==> src/rtl/bcd_time12.sv <==
module bcd_time12 (
  input  logic       clk,
  input  logic       rst,
  input  logic       tick,
  output logic [3:0] sec_lo,
  output logic [3:0] sec_hi,
  output logic [3:0] min_lo,
  output logic [3:0] min_hi,
  output logic [3:0] hr_lo,
  output logic [3:0] hr_hi,
  output logic       sec_wrap,
  output logic       min_wrap
);

  logic s_lo_end, s_end, m_lo_end, m_end, h_end;

  assign s_lo_end = (sec_lo == 4'd9);
  assign s_end    = s_lo_end && (sec_hi == 4'd5);
  assign m_lo_end = (min_lo == 4'd9);
  assign m_end    = m_lo_end && (min_hi == 4'd5);
  assign h_end    = (hr_hi == 4'd1) && (hr_lo == 4'd1);

  always_ff @(posedge clk) begin
    if (rst) begin
      sec_lo   <= '0;
      sec_hi   <= '0;
      min_lo   <= '0;
      min_hi   <= '0;
      hr_lo    <= '0;
      hr_hi    <= '0;
      sec_wrap <= 1'b0;
      min_wrap <= 1'b0;
    end else begin
      sec_wrap <= tick && s_end;
      min_wrap <= tick && s_end && m_end;
      if (tick) begin
        sec_lo <= s_lo_end ? 4'd0 : sec_lo + 4'd1;
        if (s_lo_end)
          sec_hi <= s_end ? 4'd0 : sec_hi + 4'd1;
        if (s_end) begin
          min_lo <= m_lo_end ? 4'd0 : min_lo + 4'd1;
          if (m_lo_end)
            min_hi <= m_end ? 4'd0 : min_hi + 4'd1;
          if (m_end) begin
            if (h_end) begin
              hr_lo <= 4'd0;
              hr_hi <= 4'd0;
            end else if (hr_lo == 4'd9) begin
              hr_lo <= 4'd0;
              hr_hi <= hr_hi + 4'd1;
            end else begin
              hr_lo <= hr_lo + 4'd1;
            end
          end
        end
      end
    end
  end

endmodule


==> config.mk <==
export PLATFORM = sky130hd
export DESIGN_NAME = bcd_time12
export DESIGN_NICKNAME = d
export VERILOG_FILES = /design/src/rtl/bcd_time12.sv
export SDC_FILE = /design/constraint.sdc
export NUM_CORES = 1
export LEC_CHECK = 0
export BUFFER_PORTS_ARGS = -buffer_cell sky130_fd_sc_hd__buf_2
export CAP_MARGIN = 30
export CORE_UTILIZATION = 52
export DETAILED_ROUTE_END_ITERATION = 10
export GPL_TIMING_DRIVEN = 0
export HOLD_SLACK_MARGIN = 0.15
export PLACE_DENSITY = 0.83
export SLEW_MARGIN = 40
export SYNTH_ARGS = -nofsm -noshare
export SYNTH_HDL_FRONTEND = slang
export SYNTH_SLANG_ARGS = --single-unit
==> constraint.sdc <==
create_clock -name clk -period 3.35 [get_ports clk]
set_input_delay 0.335 -clock clk [delete_from_list [all_inputs] [get_ports clk]]
set_output_delay 0.335 -clock clk [all_outputs]
set_load 0.01 [all_outputs]
==> impl_results.md <==
- Worst hold path class: in2reg
- Area grow syn2layout: 16.1%
- Max Transition Viols Final: 0
- Cts hold-fix bufs: 0
- Data arrival, critical path: roughly 2.2 ns
- Top cell type's share of synthesized area: a little under two fifths
- CP startpoint kind: flip-flop
- Die Span X: 53.9 um
- Final setup viols: 0
- Vias in the first global route: ~1.1k
- First-pass GRT wire length: slightly below 5000 um
- Hold path startpoint: rst
- Peak VDD IR: between 0.3 and 0.4 mV
- I/O Pins: 29
- Clock Latency Late Sink: between 0.3 and 0.4 ns
- Sequential share of the synthesized area: 37.2%
- Clock share of power: about two fifths
- Final hold viol count: 0
- Post-Synthesis Cells: between 150 and 200
- Placed Area: roughly 1600 um^2
- Starting density of the core: 56.0%
- Root buffer cell: clkbuf_4
- Gr busiest metal: met2
- Period Utilization, post-route: between 50% and 60%
- Final worst slack: 1.40 ns
- Post-Syn Area: around 1400 um^2
- Setup bufs post-CTS: 0
- CORE AREA: roughly 2500 um^2
- R2r setup slk: around 1.4 ns
- Final wirelength: just under 3000 um
- Deepest clock path buffer count: 2
- Setup slack after placement: around 1.4 ns
- Die area: around 2900 um^2
- Final nets: approximately 200
- HPWL Detailed: 2190 um
- Cells on worst reg2reg path: 6
- Least-Margin Pin Slew: 0.429 ns
- Max-cap violations: 0
- Switching pwr: 108 uW
- Via/cell ratio: between 5 and 6
- Final GP Congestion: around 0.74
- DRC: 0
- Worst Skew: between 0.004 and 0.005 ns
- Tot Pwr: roughly 550 uW
- Cell taking the most area after synthesis: dfxtp_1
- Sequential power share: between 50% and 60%
- Slew HR: a little over 70%
- GR met2 Demand/Resource: approximately two fifths
- CTS H-tree depth: 1
- First-pass DRT Iterations: 4
- CTS tree: done
- Unique cell type count in the Yosys netlist: slightly above 40
- Layout cell share with drive strength beyond 1: between 20 and 30%
- Largest net degree at the start of global routing: 16
- CTS Buf Count: 3
- Hold Crit Depth: 2
- Gate power share: ~4.2%
- DRT iter0 DRCs: 20
- Int Pwr: ~440 uW
- Yosys reg bits: 26
- Pleak: around 0.68 nW
- Final Util: approximately 65%
- RSZ-0062 raised after global routing: no
- Antenna viol nets, final: 0
- Max Fclk: ~510 MHz
- Switching share of power: between 10% and 20%
- Hold endpoint: hr_lo[0]
- Clk pin slew, worst setup/hold paths: between 0.1 and 0.15 ns
- Tmin final: between 1.5 and 2 ns
- Post-synth EDFFs: 0
- M3 GR Usage: between 2 and 3%
- Worst EP required: 3.61 ns
- P per Cell Area: ~340 nW/um^2
- Placement Rows: 18
- Sink Count: 26
- Global-route usage over all layers: a little under a quarter
- N_diodes: 0
- IO buf count: 27
- Kind of critical path: reg2reg
- Post-route cell area: approximately 1600 um^2
- GRT overflow: 0
- R2R Path End: hr_hi[3]
- Met1 Usage GRT: a little over a quarter
- Reg-to-Reg Start: sec_hi[0]
- Status: complete, no violations
- CP Max Fanout: 10
- WL/cell: between 10 and 15 um
- Final setup TNS: 0 ns
- Ys flop type: dfxtp_1
- Syn nets: approximately 170
- Die Ht: between 50 and 60 um
- Async set-reset flop share out of synthesis: 0%
- Critical Path Sink Type: flip-flop
- Fillers: ~210
- Initial antenna violation count: 0
- Largest cells by area after synthesis: dfxtp_1, a21oi_1, ha_1, o21ai_0, buf_6
- Ys Warns: 0
- Post_cts resized: 0
- Vias: 1,262
- Average instance area after synthesis: a little under 9 um^2
==> power by group through the flow <==
stage / registers [mW] / logic (mW) / clock network [mW]
final: 0.314 / 0.0234 / 0.213
after floorplan: 0.322 / 0.0149 / 0
after detailed placement: 0.321 / 0.0232 / 0
after global routing: 0.315 / 0.0257 / 0.230
after global placement: 0.321 / 0.0224 / 0
after CTS: 0.314 / 0.0234 / 0.216
==> synthesized netlist by cell type (2+ instances only) <==
master,number
dfxtp_1,26
xor2_1,3
a21boi_0,2
ha_1,6
o21ai_0,12
or4_1,5
nor4_1,3
nand2_1,10
nand4b_1,3
nand4_1,4
nor2_1,11
inv_1,7
buf_6,4
or3_1,3
o31ai_1,3
nor3b_1,2
nor2b_1,6
a21oi_1,21
nand3_1,4
==> registers in the layout (all words and copies together) (netlist names) <==
register / flops
sec_hi: 4
min_hi: 4
sec_lo: 4
min_lo: 4
hr_hi: 4
hr_lo: 4
sec_wrap: 1
min_wrap: 1
==> metal layers <==
| layer | vias up | part of all wire [%] |
|---|---|---|
| li1 | 640 | - |
| met1 | 595 | 47 |
| met2 | 25 | 50 |
| met5 | - | 0 |
| met3 | 2 | 3.0 |
| met4 | 0 | 0.50 |
==> kinds of logic (layout without fill, tap and decap cells) <==
kind of cell	after synthesis	in the layout	synth area share, %
AND/OR/NAND/NOR	67	67	32.2
flip-flops	26	26	37.2
AO/OA/AOI/OAI	41	41	16.4
adder cells (fa/ha/maj)	6	6	5.37
XOR/XNOR	4	4	2.50
buffers and inverters	13	44	6.35
==> critical path: stages (launching register included) <==
cell	delay, ns
dfxtp_1	0.47
ha_1	0.25
and4bb_4	0.30
nand4_4	0.12
buf_6	0.15
or4_1	0.46
a21oi_1	0.14
==> worst max-delay path by stage <==
stage          slack [ns]  startpoint  cells past startpoint         to
2_1_floorplan        1.53   sec_hi[0]                      6   hr_hi[3]
5_1_grt              1.24   sec_hi[0]                      5  min_hi[3]
3_5_place_dp         1.43   sec_hi[0]                      6   hr_hi[3]
3_3_place_gp         1.51   sec_hi[0]                      6   hr_hi[3]
6_report             1.40   sec_hi[0]                      6   hr_hi[3]
4_1_cts              1.39   sec_hi[0]                      6   hr_hi[3]
==> cells in the final DEF, fill, tap and decap left out, types with 2 or more instances in the layout <==
cell type	Yosys	final
or3_1	3	3
dfxtp_1	26	26
or4_1	5	5
nor4_1	3	3
buf_6	4	4
o31ai_1	3	3
nor2b_1	6	6
nand2_1	10	10
nor3b_1	2	2
buf_2	0	27
a21oi_1	21	21
nand4_1	4	4
inv_1	7	7
nand4b_1	3	3
xor2_1	3	3
a21boi_0	2	2
o21ai_0	12	12
nor2_1	11	11
clkbuf_4	0	3
nand3_1	4	4
ha_1	6	6
==> metrics by stage <==
step | hold WS (ns) | instances
floorplan | 0.483 | 157
global placement | 0.478 | 214
detailed placement | 0.491 | 214
CTS | 0.186 | 218
global route | 0.171 | 218
finish | 0.196 | 218
==> layout make-up <==
| class | count | area [um^2] | area share [%] |
|---|---|---|---|
| flip-flops and latches | 26 | 520 | 32.0 |
| clock inverters | 1 | 30.0 | 1.85 |
| repair buffers | 27 | 135 | 8.32 |
| multi-input cells | 118 | 790 | 48.6 |
| well taps | 30 | 37.5 | 2.31 |
| inverters | 7 | 26.3 | 1.62 |
| clock buffers | 3 | 22.5 | 1.39 |
| plain buffers | 6 | 62.6 | 3.85 |
(Power assumes the default switching activity.)
